<file path="src/rtl/modem_pkg.sv">
package modem_pkg;
  localparam int REG_W   = 8;
  localparam int LINES_W = 4;
  localparam int CTL_W   = 5;
  // positions of the modem inputs inside a level/change nibble
  localparam int L_CTS = 0;
  localparam int L_DSR = 1;
  localparam int L_RI  = 2;
  localparam int L_DCD = 3;
  // positions inside the control value
  localparam int C_DTR  = 0;
  localparam int C_RTS  = 1;
  localparam int C_OUT1 = 2;
  localparam int C_OUT2 = 3;
  localparam int C_LOOP = 4;
endpackage

</file>
<file path="src/rtl/mdm_sync.sv">
module mdm_sync #(
  parameter int WIDTH  = 4,
  parameter int STAGES = 2
) (
  input  logic             clk,
  input  logic             rst,
  input  logic [WIDTH-1:0] d_i,
  output logic [WIDTH-1:0] q_o
);
  logic [WIDTH-1:0] stg [STAGES];

  always_ff @(posedge clk) begin
    if (rst) stg[0] <= '0;
    else     stg[0] <= d_i;
  end

  for (genvar s = 1; s < STAGES; s++) begin : g_stage
    always_ff @(posedge clk) begin
      if (rst) stg[s] <= '0;
      else     stg[s] <= stg[s-1];
    end
  end

  assign q_o = stg[STAGES-1];
endmodule

</file>
<file path="src/rtl/mdm_ctrl_reg.sv">
module mdm_ctrl_reg
  import modem_pkg::*;
(
  input  logic               clk,
  input  logic               rst,
  input  logic               wr_ctl,
  input  logic [CTL_W-1:0]   wval,
  output logic [CTL_W-1:0]   ctl_q,
  output logic [LINES_W-1:0] pins_q
);
  always_ff @(posedge clk) begin
    if (rst) begin
      ctl_q  <= '0;
      pins_q <= '0;
    end else if (wr_ctl) begin
      ctl_q  <= wval;
      pins_q <= wval[C_LOOP] ? '0 : wval[LINES_W-1:0];
    end
  end

  // loopback keeps every modem output low
  a_r6_pins_quiet: assert property (@(posedge clk) disable iff (rst)
    ctl_q[C_LOOP] |-> (pins_q == '0));
endmodule

</file>
<file path="src/rtl/mdm_status.sv">
module mdm_status
  import modem_pkg::*;
(
  input  logic               clk,
  input  logic               rst,
  input  logic               rd_stat,
  input  logic [LINES_W-1:0] ext_s,
  input  logic [CTL_W-1:0]   ctl,
  output logic [LINES_W-1:0] lvl_q,
  output logic [LINES_W-1:0] delta_q,
  output logic               irq_q
);
  logic [LINES_W-1:0] lb_src, src, set_v, delta_n;

  always_comb begin
    lb_src        = '0;
    lb_src[L_CTS] = ctl[C_RTS];
    lb_src[L_DSR] = ctl[C_DTR];
    lb_src[L_RI]  = ctl[C_OUT1];
    lb_src[L_DCD] = ctl[C_OUT2];
    src = ctl[C_LOOP] ? lb_src : ext_s;
  end

  for (genvar i = 0; i < LINES_W; i++) begin : g_chg
    if (i == L_RI) begin : g_trail
      assign set_v[i] = lvl_q[i] & ~src[i];
    end else begin : g_any
      assign set_v[i] = lvl_q[i] ^ src[i];
    end
  end

  assign delta_n = (rd_stat ? '0 : delta_q) | set_v;

  always_ff @(posedge clk) begin
    if (rst) begin
      lvl_q   <= '0;
      delta_q <= '0;
      irq_q   <= 1'b0;
    end else begin
      lvl_q   <= src;
      delta_q <= delta_n;
      irq_q   <= |delta_n;
    end
  end

  // RI change flag only rises on a falling RI level
  a_r4_ri_trailing: assert property (@(posedge clk) disable iff (rst)
    $rose(delta_q[L_RI]) |-> ($past(lvl_q[L_RI]) && !lvl_q[L_RI]));
  // a read with no new change empties the flags
  a_r5_read_clears: assert property (@(posedge clk) disable iff (rst)
    (rd_stat && (src == lvl_q)) |=> (delta_q == '0));
  // a flag without a read stays set
  a_r3_sticky: assert property (@(posedge clk) disable iff (rst)
    (!rd_stat && delta_q[L_CTS]) |=> delta_q[L_CTS]);
  // request tracks the flags
  a_r8_irq_or: assert property (@(posedge clk) disable iff (rst)
    irq_q == (delta_q != '0));
endmodule

</file>
<file path="src/rtl/modem_ctl_status.sv">
module modem_ctl_status
  import modem_pkg::*;
#(
  parameter int SYNC_STAGES = 2
) (
  input  logic             clk,
  input  logic             rst,
  input  logic             wr_en,
  input  logic             rd_en,
  input  logic             addr,
  input  logic [REG_W-1:0] wdata,
  output logic [REG_W-1:0] rdata,
  input  logic             cts_i,
  input  logic             dsr_i,
  input  logic             ri_i,
  input  logic             dcd_i,
  output logic             dtr_o,
  output logic             rts_o,
  output logic             out1_o,
  output logic             out2_o,
  output logic             irq
);
  localparam int PAD_W = REG_W - CTL_W;

  logic [LINES_W-1:0] pins_raw, pins_s, lvl, delta, outs;
  logic [CTL_W-1:0]   ctl;
  logic               wr_ctl, rd_stat;
  logic               unused_hi;

  assign unused_hi = ^wdata[REG_W-1:CTL_W];

  always_comb begin
    pins_raw        = '0;
    pins_raw[L_CTS] = cts_i;
    pins_raw[L_DSR] = dsr_i;
    pins_raw[L_RI]  = ri_i;
    pins_raw[L_DCD] = dcd_i;
  end

  assign wr_ctl  = wr_en & ~addr;
  assign rd_stat = rd_en & addr;

  mdm_sync #(.WIDTH(LINES_W), .STAGES(SYNC_STAGES)) u_sync (
    .clk(clk), .rst(rst), .d_i(pins_raw), .q_o(pins_s));

  mdm_ctrl_reg u_ctrl (
    .clk(clk), .rst(rst), .wr_ctl(wr_ctl), .wval(wdata[CTL_W-1:0]),
    .ctl_q(ctl), .pins_q(outs));

  mdm_status u_stat (
    .clk(clk), .rst(rst), .rd_stat(rd_stat), .ext_s(pins_s), .ctl(ctl),
    .lvl_q(lvl), .delta_q(delta), .irq_q(irq));

  always_ff @(posedge clk) begin
    if (rst)        rdata <= '0;
    else if (rd_en) rdata <= addr ? {lvl, delta} : {{PAD_W{1'b0}}, ctl};
  end

  assign dtr_o  = outs[C_DTR];
  assign rts_o  = outs[C_RTS];
  assign out1_o = outs[C_OUT1];
  assign out2_o = outs[C_OUT2];

  // a status write leaves the control value alone
  a_r9_stat_write_ignored: assert property (@(posedge clk) disable iff (rst)
    (wr_en && addr) |=> $stable(ctl));
  // a control read returns zero upper bits
  a_r1_upper_zero: assert property (@(posedge clk) disable iff (rst)
    (rd_en && !addr) |=> (rdata[REG_W-1:CTL_W] == '0));
endmodule

</file>
<file path="config.mk">
export PLATFORM = sky130hd
export DESIGN_NAME = modem_ctl_status
export DESIGN_NICKNAME = d
export VERILOG_FILES = /design/src/rtl/modem_pkg.sv /design/src/rtl/mdm_sync.sv /design/src/rtl/mdm_ctrl_reg.sv /design/src/rtl/mdm_status.sv /design/src/rtl/modem_ctl_status.sv
export SDC_FILE = /design/constraint.sdc
export NUM_CORES = 1
export LEC_CHECK = 0
export BUFFER_PORTS_ARGS = -buffer_cell sky130_fd_sc_hd__buf_4
export CAP_MARGIN = 20
export CORE_ASPECT_RATIO = 1.25
export CORE_MARGIN = 2
export CORE_UTILIZATION = 30
export CTS_BUF_LIST = sky130_fd_sc_hd__clkbuf_16
export DETAILED_ROUTE_END_ITERATION = 10
export PLACE_DENSITY = 0.46
export SLEW_MARGIN = 20
export SYNTH_ARGS = -nofsm -noshare
export SYNTH_HDL_FRONTEND = slang
export SYNTH_SLANG_ARGS = --single-unit
export TNS_END_PERCENT = 20
</file>
<file path="constraint.sdc">
create_clock -name clk -period 1.5 [get_ports clk]
set_input_delay 0.3 -clock clk [delete_from_list [all_inputs] [get_ports clk]]
set_output_delay 0.3 -clock clk [all_outputs]
set_load 0.03 [all_outputs]
</file>
======== Yosys cells after proc, flatten, opt, wreduce, memory -nomap -nowiden ========
Memory sizes are Yosys's and may differ from the RTL's.
Cells that the tools add are included.
storage, ports and cells
  register bits after elaboration ......... 26
  bits in writable memories ............... 8
  input port bits ......................... 17
  output and inout port bits .............. 13
  logic and storage cells ................. 28
  memories ................................ 1
memory list
  memory      depth  bits a word  rd ports  clocked after memory_dff  wr ports  RTL line        RTL
  u_sync.stg  2      4            2         0                         2         mdm_sync.sv:10  logic [WIDTH-1:0] stg [STAGES];
cells by class
  multiplexer cells ....................... 9
  bitwise gates (word level) .............. 11
  reduce and logical (&&, ||, !) cells .... 1
operator list
  cell                count
  two-way mux 4 bit   5
  two-way mux 8 bit   1
  OR 4 bit            1
  OR reduction 4 bit  1
  bitwise AND 1 bit   3
  two-way mux 1 bit   3
  XOR 1 bit           3
  NOT 1 bit           2
  OR 1 bit            2

======== Longest topological paths before layout ========
Gate-level depths: netlist of the first run.
  depth in word-level cells ............... 5
  mapped depth ............................ 5
  depth with buffers taken out ............ 3

======== Hierarchy ========
From an unflattened synthesis of the first run, not the netlist that was laid out.
unflattened totals
  cells, all modules ...................... 119
  area total of the unflattened synthesis .. 1242.4 um^2
modules (own cells, without submodules)
  module            instances  cells an instance  area an instance (um^2)  sequential area each (um^2)
  modem_ctl_status  1          38                 365.4                    160.2
  mdm_ctrl_reg      1          33                 346.6                    180.2
  mdm_status        1          32                 320.3                    180.2
  mdm_sync          1          16                 210.2                    160.2

======== Worst setup path before layout of the first run ========
No wires, ideal clock.
  kind .................................... register to register
  start ................................... register u_stat.delta_q[2]
  end ..................................... register u_stat.irq_q
  setup time .............................. 0.138 ns
  arrival ................................. 1.060 ns
  required time ........................... 1.362 ns
  slack ................................... 0.302 ns
  stages on the path, launching flop included .. 4
  path buffers ............................ 0
  clock period less this slack ............ 1.198 ns
  path through ............................ dfxtp_1 or4_1 a22oi_1 a41oi_1
on the way
  word-level cells in the longest chain between the ends .. 3
RTL lines
  item                      RTL line          RTL
  start: declaration        mdm_status.sv:10  output logic [LINES_W-1:0] delta_q,
  start signal: assignment  mdm_status.sv:41  delta_q <= delta_n;
  two-way mux 4 bit         mdm_status.sv:32  assign delta_n = (rd_stat ? '0 : delta_q) | set_v;
  OR 4 bit                  mdm_status.sv:32
  OR reduction 4 bit        mdm_status.sv:42  irq_q <= |delta_n;
  end signal: assignment    mdm_status.sv:42
  end: declaration          mdm_status.sv:11  output logic irq_q
Every way passes these cells.
A chain may end at the register's enable or synchronous reset.

======== Worst setup path after layout of the first run ========
  start ................................... register u_ctrl.ctl_q[4]
  end ..................................... register u_stat.irq_q
on the way
  word-level cells in the longest chain between the ends .. 5
  elaborated cells between the ends (all ways) .. 8
  classes of those cells .................. 1 x mux; 6 x bitwise; 1 x reduce/logical
RTL lines
  item                      RTL line            RTL
  start: declaration        mdm_ctrl_reg.sv:8   output logic [CTL_W-1:0] ctl_q,
  start signal: assignment  mdm_ctrl_reg.sv:16  ctl_q <= wval;
  two-way mux 4 bit (*)     mdm_status.sv:21    src = ctl[C_LOOP] ? lb_src : ext_s;
  NOT 1 bit                 mdm_status.sv:26    assign set_v[i] = lvl_q[i] & ~src[i];
  bitwise AND 1 bit         mdm_status.sv:26
  OR 4 bit (*)              mdm_status.sv:32
  OR reduction 4 bit (*)    mdm_status.sv:42
Every way passes the cells marked *; elsewhere a longest branch is shown, timed or not.

==> flow_summary_export.csv, run 1 <==
group,metric,value,unit
die,core,3850,um^2
die,floorplan.rows,25,
cts,postCtsSetupRepairBufs,0,
global_routing,grt_antenna_before_repair,0,
hold_path,hold_path_class,"in2reg",
cts,depth_of_the_cts_h_tree,2,
route,avgRoutedWirePerCell,11.3,um
place,pre_cts_slack,0.173,ns
cts,clk_latency,0.27,ns
cts,post_cts.resized_instances,0,
timing,setup-tns-final,0,ns
route,number_of_vias_per_cell_after_detailed_routing,4.47,
route,drt_iter0_drc,32,
global_routing,largest_net_degree_at_the_start_of_global_routing,35,
timing,rsz0062_at_grt,"false",
die,pin_count,30,
yosys,yosys.area.top_type_share,0.560,
finish,finish.net_count,169,
flow_run,max_cap_violations,0,
yosys,synth.area.top_cells,"sky130_fd_sc_hd__dfxtp_1 (56%), sky130_fd_sc_hd__mux2i_1 (7.4%), sky130_fd_sc_hd__a21oi_1 (6.2%)",
yosys,yosysWarningCount,0,
critical_path,worstPathMaxFanout,6,
timing,final-hold-violation-count,0,
global_routing,grt_first_pass_wirelength,3770,um
critical_path,max_stage_delay,0.51,ns
route,drt.antenna.violating_nets,0,
timing,post-route-min-period,1.34,ns
critical_path,timing.critical_path.cells,"mux2i_1, xor2_1, a41oi_1",
finish,layout-area-overhead-vs-synth,29.4,%
timing,tightestPinTransition,0.345,ns
cts,cts_tree,"done",
critical_path,worst-path-buf-inv,0,
global_routing,groute.usage.overall,0.116,
yosys,synthesis.area_per_instance,9.49,um^2
yosys,synth_nets,145,
yosys,synth.ff_latch_count,34,
place,gp_routability_congestion,0.798,
yosys,syn_inst,128,
cts,clkSlewWorstSetupHoldPaths,0.05,ns
die,initial_core_utilization,0.316,
critical_path,cp-end-kind,"flip-flop",
timing,max_slew_margin,0.770,
timing,postLayoutSetupSlackWorst,0.157,ns
timing,final.period_utilization,0.895,
yosys,post_synth_num_cell_types,17,
cts,ctsRootBufferMaster,"sky130_fd_sc_hd__clkbuf_16",
global_routing,gr-total-overflow,0,
route,residual_drc,0,
place,dp_hpwl,1640,um
cts,cts-buffers-inserted,5,
critical_path,critPathArrivalTime,1.47,ns
route,detailedRoute.firstPassIterationCount,4,
run_status,run_status,"complete, no violations",
pwr,pd_cells,1310,nW/um^2
die,dieArea,4580,um^2
critical_path,startpoint_type,"flip-flop",
yosys,synth_sequential_area_ratio,0.560,
finish,layout.filler_cells,410,
die,die_w,60.9,um
critical_path,cp_top_family,"flip-flops",
timing,skew,0.00262,ns
route,dr_total_vias,917,
route,routed_wirelength,2310,um
cts,clock_path_buffers,2,
pwr,vdd_ir_drop_max,0.000661,V
critical_path,critical_path_required,1.63,ns
cts,number_of_hold_buffers_added_after_cts,0,
yosys,synth_largest_area_cell,"sky130_fd_sc_hd__dfxtp_1",
place,port_buffers,26,
finish,antenna_diode_count,0,
pwr,power_leakage,0.627,nW
timing,achievable-frequency,0.745,GHz
yosys,syn_area,1210,um^2
global_routing,number_of_global_route_vias_before_repair,873,
timing,final-max-slew-violation-count,0,
critical_path,worstSetupPathType,"reg2reg",
timing,final-setup-viol-count,0,
cts,cts_sinks,34,
critical_path,worst_path_max_delay_cell,"sky130_fd_sc_hd__dfxtp_1",
finish,drive_above_1_share,0.212,
die,fp.dieH,75.2,um
## report_power, final
part / switching [mW] / total [mW] / leakage [nW] / internal (mW)
logic: 0.104 / 0.188 / 0.285 / 0.0847
registers: 0.0238 / 0.972 / 0.279 / 0.948
clock network: 0.316 / 0.903 / 0.0632 / 0.587
## metrics by stage
step	instances	util	instance area (um^2)	total power, mW	hold WS [ns]
floorplan	128	-	1210	1.11	0.414
global placement	199	0.375	1440	1.18	0.420
detailed placement	199	0.375	1440	1.18	0.422
CTS	205	0.408	1570	2.10	0.235
global route	205	0.408	1570	2.16	0.248
finish	205	0.408	1570	2.06	0.242
## per-layer routing
metal,vias up,global-route usage,part of all wire
met5,-,0,0
met4,0,0.0652,0.024
met3,6,0.0515,0.042
met2,22,0.194,0.51
met1,418,0.118,0.43
li1,471,-,-
## worst paths after layout
kind	from	end	slack, ns	cells after the start
worst max-delay path	u_ctrl.ctl_q[4]$_SDFFE_PP0P_	u_stat.irq_q$_SDFF_PP0_	0.16	3
worst min-delay path	cts_i	u_sync.stg[0][0]$_SDFF_PP0_	0.24	2
worst max register to register	u_ctrl.ctl_q[4]$_SDFFE_PP0P_	u_stat.irq_q$_SDFF_PP0_	0.16	3
worst min register to register	u_sync.stg[0][2]$_SDFF_PP0_	u_sync.stg[1][2]$_SDFF_PP0_	0.43	1
## synthesized netlist by cell type
| library cell | n |
|---|---|
| sky130_fd_sc_hd__mux2i_1 | 9 |
| sky130_fd_sc_hd__nor2b_1 | 9 |
| sky130_fd_sc_hd__a211oi_1 | 5 |
| sky130_fd_sc_hd__nand3_1 | 3 |
| sky130_fd_sc_hd__a21oi_1 | 15 |
| sky130_fd_sc_hd__nand3b_1 | 4 |
| sky130_fd_sc_hd__nor2_1 | 10 |
| sky130_fd_sc_hd__xor2_1 | 3 |
| sky130_fd_sc_hd__nand2b_1 | 4 |
| sky130_fd_sc_hd__a22oi_1 | 2 |
| sky130_fd_sc_hd__or4_1 | 1 |
| sky130_fd_sc_hd__nand2_1 | 18 |
| sky130_fd_sc_hd__buf_2 | 4 |
| sky130_fd_sc_hd__buf_1 | 1 |
| sky130_fd_sc_hd__clkbuf_1 | 5 |
| sky130_fd_sc_hd__a41oi_1 | 1 |
| sky130_fd_sc_hd__dfxtp_1 | 34 |
## logic make-up after synthesis
family | Yosys count | synth area share
AND/OR/NAND/NOR | 49 | 0.197
flip-flops | 34 | 0.560
multiplexers | 9 | 0.0742
XOR/XNOR | 3 | 0.0216
AO/OA/AOI/OAI | 23 | 0.112
buffers and inverters | 10 | 0.0350
## worst reg2reg max path, cell delays in order, from the launching register on
cell	delay, ns
sky130_fd_sc_hd__dfxtp_1	0.51
sky130_fd_sc_hd__mux2i_1	0.30
sky130_fd_sc_hd__xor2_1	0.24
sky130_fd_sc_hd__a41oi_1	0.15
## cells in the final DEF, fill, tap and decap left out
cell,Yosys,routed
sky130_fd_sc_hd__a211oi_1,5,5
sky130_fd_sc_hd__a21oi_1,15,15
sky130_fd_sc_hd__clkbuf_16,0,5
sky130_fd_sc_hd__clkinv_1,0,1
sky130_fd_sc_hd__nand3b_1,4,4
sky130_fd_sc_hd__nor2_1,10,10
sky130_fd_sc_hd__or4_1,1,1
sky130_fd_sc_hd__buf_4,0,27
sky130_fd_sc_hd__a41oi_1,1,1
sky130_fd_sc_hd__mux2i_1,9,9
sky130_fd_sc_hd__nand2_1,18,18
sky130_fd_sc_hd__xor2_1,3,3
sky130_fd_sc_hd__a22oi_1,2,2
sky130_fd_sc_hd__nand3_1,3,3
sky130_fd_sc_hd__nor2b_1,9,9
sky130_fd_sc_hd__nand2b_1,4,4
sky130_fd_sc_hd__dfxtp_1,34,34
## flip-flops by register name, indices dropped and copies added, names as in the netlist
signal and cells:
rdata 8, u_ctrl.ctl_q 5, u_ctrl.pins_q 4, u_stat.delta_q 4
u_stat.irq_q 1, u_stat.lvl_q 4, u_sync.stg 8
## layout make-up
class / count / area [um^2] / area share
Tap cell: 54 / 67.6 / 0.0430
Clock inverter: 1 / 3.75 / 0.00239
Clock buffer: 5 / 125 / 0.0796
Timing Repair Buffer: 27 / 203 / 0.129
Sequential cell: 34 / 681 / 0.433
Multi-Input combinational cell: 84 / 492 / 0.313
Note: power is estimated with default switching activity, not from simulation.
==> run 2, diff against run 1 <==
--- a/config.mk
+++ b/config.mk
@@ -7,12 +7,14 @@
 export LEC_CHECK = 0
 export BUFFER_PORTS_ARGS = -buffer_cell sky130_fd_sc_hd__buf_4
 export CAP_MARGIN = 20
+export CELL_PAD_IN_SITES_DETAIL_PLACEMENT = 1
+export CELL_PAD_IN_SITES_GLOBAL_PLACEMENT = 1
 export CORE_ASPECT_RATIO = 1.25
 export CORE_MARGIN = 2
 export CORE_UTILIZATION = 30
 export CTS_BUF_LIST = sky130_fd_sc_hd__clkbuf_16
 export DETAILED_ROUTE_END_ITERATION = 10
-export PLACE_DENSITY = 0.46
+export PLACE_DENSITY = 0.58
 export SLEW_MARGIN = 20
 export SYNTH_ARGS = -nofsm -noshare
 export SYNTH_HDL_FRONTEND = slang
==> run 2 against run 1 <==
First-iteration DRC count rose by 13%. Hold slack worse by 0.0061 ns. Largest cell class unchanged. Count of clock-buffer cells in the layout stayed put. Critical path depth unchanged. Sequential share of layout area decreased by 0.058 points. Via count increased by 0.55%. Non-clock buffer count unchanged.
==> flow_summary_export.csv, run 2 (synthesis gave the netlist of run 1 again) <==
group,metric,value,unit
run_status,run_status,"complete, no violations",
finish,layout.filler_cells,459,
flow_run,max_cap_violations,0,
critical_path,worstPathMaxFanout,6,
timing,final-max-slew-violation-count,0,
cts,ctsRootBufferMaster,"sky130_fd_sc_hd__clkbuf_16",
finish,total_area_of_sequential_cells,682,um^2
finish,layout.cell_area.non_filler,1580,um^2
hold_path,hold_path_class,"in2reg",
cts,clkSlewWorstSetupHoldPaths,0.05,ns
route,residual_drc,0,
timing,setup-tns-final,0,ns
timing,skew,0.00265,ns
critical_path,startpoint_type,"flip-flop",
pwr,power,2.09,mW
die,fp.dieH,75.2,um
timing,rsz0062_at_grt,"false",
global_routing,number_of_global_route_vias_before_repair,868,
critical_path,max_stage_delay,0.41,ns
finish,multi_input_comb_area,492,um^2
route,dr_total_vias,922,
die,core,3850,um^2
finish,antenna_diode_count,0,
timing,final-setup-viol-count,0,
global_routing,grt_antenna_before_repair,0,
cts,clk_latency,0.27,ns
die,floorplan.rows,25,
critical_path,worstSetupPathType,"reg2reg",
finish,finish.net_count,169,
timing,max_slew_margin,0.762,
critical_path,cp-end-kind,"flip-flop",
die,pin_count,30,
global_routing,groute.usage.overall,0.131,
global_routing,largest_net_degree_at_the_start_of_global_routing,35,
critical_path,critPathArrivalTime,1.43,ns
cts,cts_tree,"done",
die,die_w,60.9,um
global_routing,gr-total-overflow,0,
cts,cts_sinks,34,
finish,reg.largest.list,"rdata (8), u_sync.stg (8), u_ctrl.ctl_q (5)",
pwr,pd_cells,1320,nW/um^2
global_routing,grt_first_pass_wirelength,4170,um
timing,final-hold-violation-count,0,
timing,final.period_utilization,0.863,
critical_path,worst-path-buf-inv,0,
place,detailed_place.area,1440,um^2
timing,post-route-min-period,1.29,ns
finish,layout-area-overhead-vs-synth,29.8,%
timing,tightestPinTransition,0.357,ns
route,drt.antenna.violating_nets,0,
cts,depth_of_the_cts_h_tree,2,
cts,number_of_hold_buffers_added_after_cts,0,
timing,achievable-frequency,0.773,GHz
finish,layout_commonest_cell,"sky130_fd_sc_hd__dfxtp_1",
die,dieArea,4580,um^2
place,dp_hpwl,1730,um
route,number_of_vias_per_cell_after_detailed_routing,4.48,
route,routed_wirelength,2550,um
pwr,vdd_ir_drop_max,0.000554,V
route,detailedRoute.firstPassIterationCount,4,
cts,clock_path_buffers,2,
cts,cts-buffers-inserted,5,
place,gp_routability_congestion,0.753,
place,port_buffers,26,
pwr,power_leakage,0.636,nW
critical_path,cp_top_family,"flip-flops",
critical_path,timing.critical_path.cells,"mux2i_1, xor2_1, a41oi_1",
finish,layout.cells.most_common_list,"sky130_fd_sc_hd__dfxtp_1 (33), sky130_fd_sc_hd__buf_4 (27), sky130_fd_sc_hd__nand2_1 (18), sky130_fd_sc_hd__a21oi_1 (15), sky130_fd_sc_hd__nor2_1 (10)",
die,initial_core_utilization,0.316,
critical_path,worst_path_max_delay_cell,"sky130_fd_sc_hd__dfxtp_2",
finish,drive_above_1_share,0.217,
route,avgRoutedWirePerCell,12.4,um
critical_path,critical_path_required,1.64,ns
route,drt_iter0_drc,36,
## run 2: path summary, 6_finish.rpt
check	start	to	slack (ns)	cells after the start
setup / recovery	u_ctrl.ctl_q[4]$_SDFFE_PP0P_	u_stat.irq_q$_SDFF_PP0_	0.21	3
hold / removal	cts_i	u_sync.stg[0][0]$_SDFF_PP0_	0.24	2
setup reg to reg	u_ctrl.ctl_q[4]$_SDFFE_PP0P_	u_stat.irq_q$_SDFF_PP0_	0.21	3
hold reg to reg	u_sync.stg[0][2]$_SDFF_PP0_	u_sync.stg[1][2]$_SDFF_PP0_	0.44	1
## run 2: timing repair
action                     4_1_cts  5_1_grt
buffers inserted                 0        0
setup endpoints to repair        0        1
gates resized for setup          0        1
## run 2: metrics by stage
| step | worst slack (ns) | cells | util | hold WS (ns) |
|---|---|---|---|---|
| global route | 0.124 | 206 | 0.410 | 0.254 |
| detailed placement | 0.119 | 199 | 0.375 | 0.432 |
| floorplan | 0.302 | 128 | - | 0.414 |
| global placement | 0.181 | 199 | 0.375 | 0.418 |
| CTS | 0.0633 | 206 | 0.409 | 0.231 |
| finish | 0.206 | 206 | 0.410 | 0.236 |
## run 2: final cells by class
class / instances / share of cell area
clock buffers: 5 / 0.0794
clock inverters: 2 / 0.00476
multi-input cells: 84 / 0.312
flip-flops and latches: 34 / 0.433
well taps: 54 / 0.0429
repair buffers: 27 / 0.129
## run 2: where the power goes
part	total (mW)	switching, mW	internal (mW)
combinational	0.190	0.106	0.0847
sequential	0.972	0.0242	0.948
clock	0.923	0.332	0.591
total	2.09	0.462	1.62
## run 2: per-layer routing
layer	global-route usage	vias to the layer above	share of wire
li1	-	471	-
met1	0.143	423	0.43
met2	0.210	24	0.49
met3	0.0567	4	0.055
met4	0.0725	0	0.022
met5	0	-	0
==> run 3, diff against run 2 <==
--- a/config.mk
+++ b/config.mk
@@ -14,8 +14,7 @@
 export CORE_UTILIZATION = 30
 export CTS_BUF_LIST = sky130_fd_sc_hd__clkbuf_16
 export DETAILED_ROUTE_END_ITERATION = 10
-export PLACE_DENSITY = 0.58
-export SLEW_MARGIN = 20
+export PLACE_DENSITY_LB_ADDON = 0.1
 export SYNTH_ARGS = -nofsm -noshare
 export SYNTH_HDL_FRONTEND = slang
 export SYNTH_SLANG_ARGS = --single-unit
==> run 3 against run 2 <==
Clock power fell by 1%. Cell count fell by 0.49%. Sequential power barely moved. Maximum frequency fell by 0.76%. Non-clock buffer count did not move. Sequential cell count did not move. Combinational power barely moved. Utilization fell by 0.13 points. Via count fell by 1.5%. Register-to-register slack barely moved.
==> flow_summary_export.csv, run 3 (synthesis gave the netlist of run 1 again) <==
group,metric,value,unit
run_status,run_status,"complete, no violations",
route,residual_drc,0,
place,dp_hpwl,1750,um
cts,depth_of_the_cts_h_tree,2,
die,die_w,60.9,um
cts,clk_latency,0.27,ns
timing,post-route-min-period,1.30,ns
pwr,power_leakage,0.627,nW
hold_path,hold_path_class,"in2reg",
finish,layout-area-overhead-vs-synth,29.4,%
flow_run,max_cap_violations,0,
route,highest-signal-layer,"met4",
critical_path,worst-path-buf-inv,0,
route,drt_iter0_drc,26,
die,core,3850,um^2
global_routing,number_of_global_route_vias_before_repair,902,
critical_path,reg2reg_from,"u_ctrl.ctl_q[4]$_SDFFE_PP0P_",
global_routing,largest_net_degree_at_the_start_of_global_routing,35,
cts,clkSlewWorstSetupHoldPaths,0.05,ns
global_routing,gr-total-overflow,0,
timing,rsz0062_at_grt,"false",
die,initial_core_utilization,0.316,
global_routing,grt_antenna_before_repair,0,
route,met2_wirelength,1140,um
finish,drive_above_1_share,0.212,
timing,achievable-frequency,0.767,GHz
critical_path,worstSetupPathType,"reg2reg",
route,met3WireLength,162,um
global_routing,groute.usage.overall,0.127,
timing,max_slew_margin,0.767,
place,gp_routability_congestion,0.689,
timing,final-setup-viol-count,0,
timing,final-hold-violation-count,0,
critical_path,worstPathMaxFanout,6,
timing,setup-tns-final,0,ns
pwr,p_switching,0.453,mW
finish,non_filler_cells_final,205,
timing,finalHoldWorstSlack,0.239,ns
pwr,p_sw_frac,0.219,
critical_path,cp_top_family,"flip-flops",
timing,skew,0.00329,ns
finish,layout_commonest_cell,"sky130_fd_sc_hd__dfxtp_1",
cts,cts_tree,"done",
critical_path,timing.critical_path.cells,"mux2i_1, xor2_1, a41oi_1",
global_routing,grt_first_pass_wirelength,4120,um
die,floorplan.rows,25,
timing,tightestPinTransition,0.350,ns
die,dieArea,4580,um^2
finish,layout.cells.most_common_list,"sky130_fd_sc_hd__dfxtp_1 (34), sky130_fd_sc_hd__buf_4 (27), sky130_fd_sc_hd__nand2_1 (18), sky130_fd_sc_hd__a21oi_1 (15), sky130_fd_sc_hd__nor2_1 (10)",
pwr,power_frac_clock,0.440,
timing,final.period_utilization,0.869,
route,drt.antenna.violating_nets,0,
route,routed_wirelength,2400,um
critical_path,critPathArrivalTime,1.44,ns
cts,ctsRootBufferMaster,"sky130_fd_sc_hd__clkbuf_16",
critical_path,critical_path_required,1.64,ns
route,detailedRoute.firstPassIterationCount,2,
hold_path,hp-start,"dcd_i",
finish,reg.largest.list,"rdata (8), u_sync.stg (8), u_ctrl.ctl_q (5)",
pwr,pd_cells,1320,nW/um^2
critical_path,crit_path_start,"u_ctrl.ctl_q[4]$_SDFFE_PP0P_",
place,port_buffers,26,
route,avgRoutedWirePerCell,11.7,um
pwr,power.share.combinational,0.092,
route,wl_met1,1030,um
place,pre_cts_slack,0.173,ns
cts,cts-buffers-inserted,5,
critical_path,startpoint_type,"flip-flop",
cts,clock_path_buffers,2,
finish,antenna_diode_count,0,
pwr,vdd_ir_drop_max,0.000620,V
pwr,power.share.sequential,0.468,
pwr,p_int,1.62,mW
place,placed_cells,199,
critical_path,max_stage_delay,0.50,ns
timing,final-max-slew-violation-count,0,
cts,cts_sinks,34,
critical_path,worst_path_max_delay_cell,"sky130_fd_sc_hd__dfxtp_1",
cts,number_of_hold_buffers_added_after_cts,0,
die,pin_count,30,
critical_path,cp-end-kind,"flip-flop",
cts,post_cts.resized_instances,0,
die,fp.dieH,75.2,um
route,number_of_vias_per_cell_after_detailed_routing,4.43,
route,dr_total_vias,908,
timing,postLayoutSetupSlackWorst,0.196,ns
finish,finish.net_count,169,
cts,postCtsSetupRepairBufs,0,
==> run 3: worst reg2reg max path, stage by stage (launching register included) <==
cell                      delay (ns)
sky130_fd_sc_hd__dfxtp_1        0.50
sky130_fd_sc_hd__mux2i_1        0.31
sky130_fd_sc_hd__xor2_1         0.23
sky130_fd_sc_hd__a41oi_1        0.13
==> run 3: final timing paths <==
| check | end | slack, ns | depth (start not counted) |
|---|---|---|---|
| hold / removal | u_sync.stg[0][3]$_SDFF_PP0_ | 0.24 | 2 |
| hold reg to reg | u_sync.stg[1][0]$_SDFF_PP0_ | 0.44 | 1 |
| setup reg to reg | u_stat.irq_q$_SDFF_PP0_ | 0.20 | 3 |
| setup / recovery | u_stat.irq_q$_SDFF_PP0_ | 0.20 | 3 |
==> run 3: metrics by stage <==
stage	power [mW]	area [um^2]	util
after floorplan	1.11	1210	-
after global placement	1.18	1440	0.375
after CTS	2.11	1570	0.408
after global routing	2.17	1570	0.408
after detailed placement	1.18	1440	0.375
final	2.07	1570	0.408
==> run 3: final cells by class <==
cell class | count | area, um^2
clock buffers | 5 | 125
flip-flops and latches | 34 | 681
fillers | 467 | 2280
multi-input cells | 84 | 492
clock inverters | 1 | 3.75
repair buffers | 27 | 203
well taps | 54 | 67.6
==> run 3: metal layers <==
metal  vias up  GRT usage
met4         0     0.0725
met5         -          0
met2        27      0.196
met1       397      0.148
li1        477          -
met3         7     0.0515
==> run 3: power groups by stage <==
stage               clock, mW  sequential, mW  combinational, mW
floorplan                   0            1.01             0.0962
global placement            0           0.988              0.190
detailed placement          0           0.990              0.194
CTS                     0.942           0.971              0.194
global route            0.981           0.975              0.211
finish                  0.913           0.971              0.190
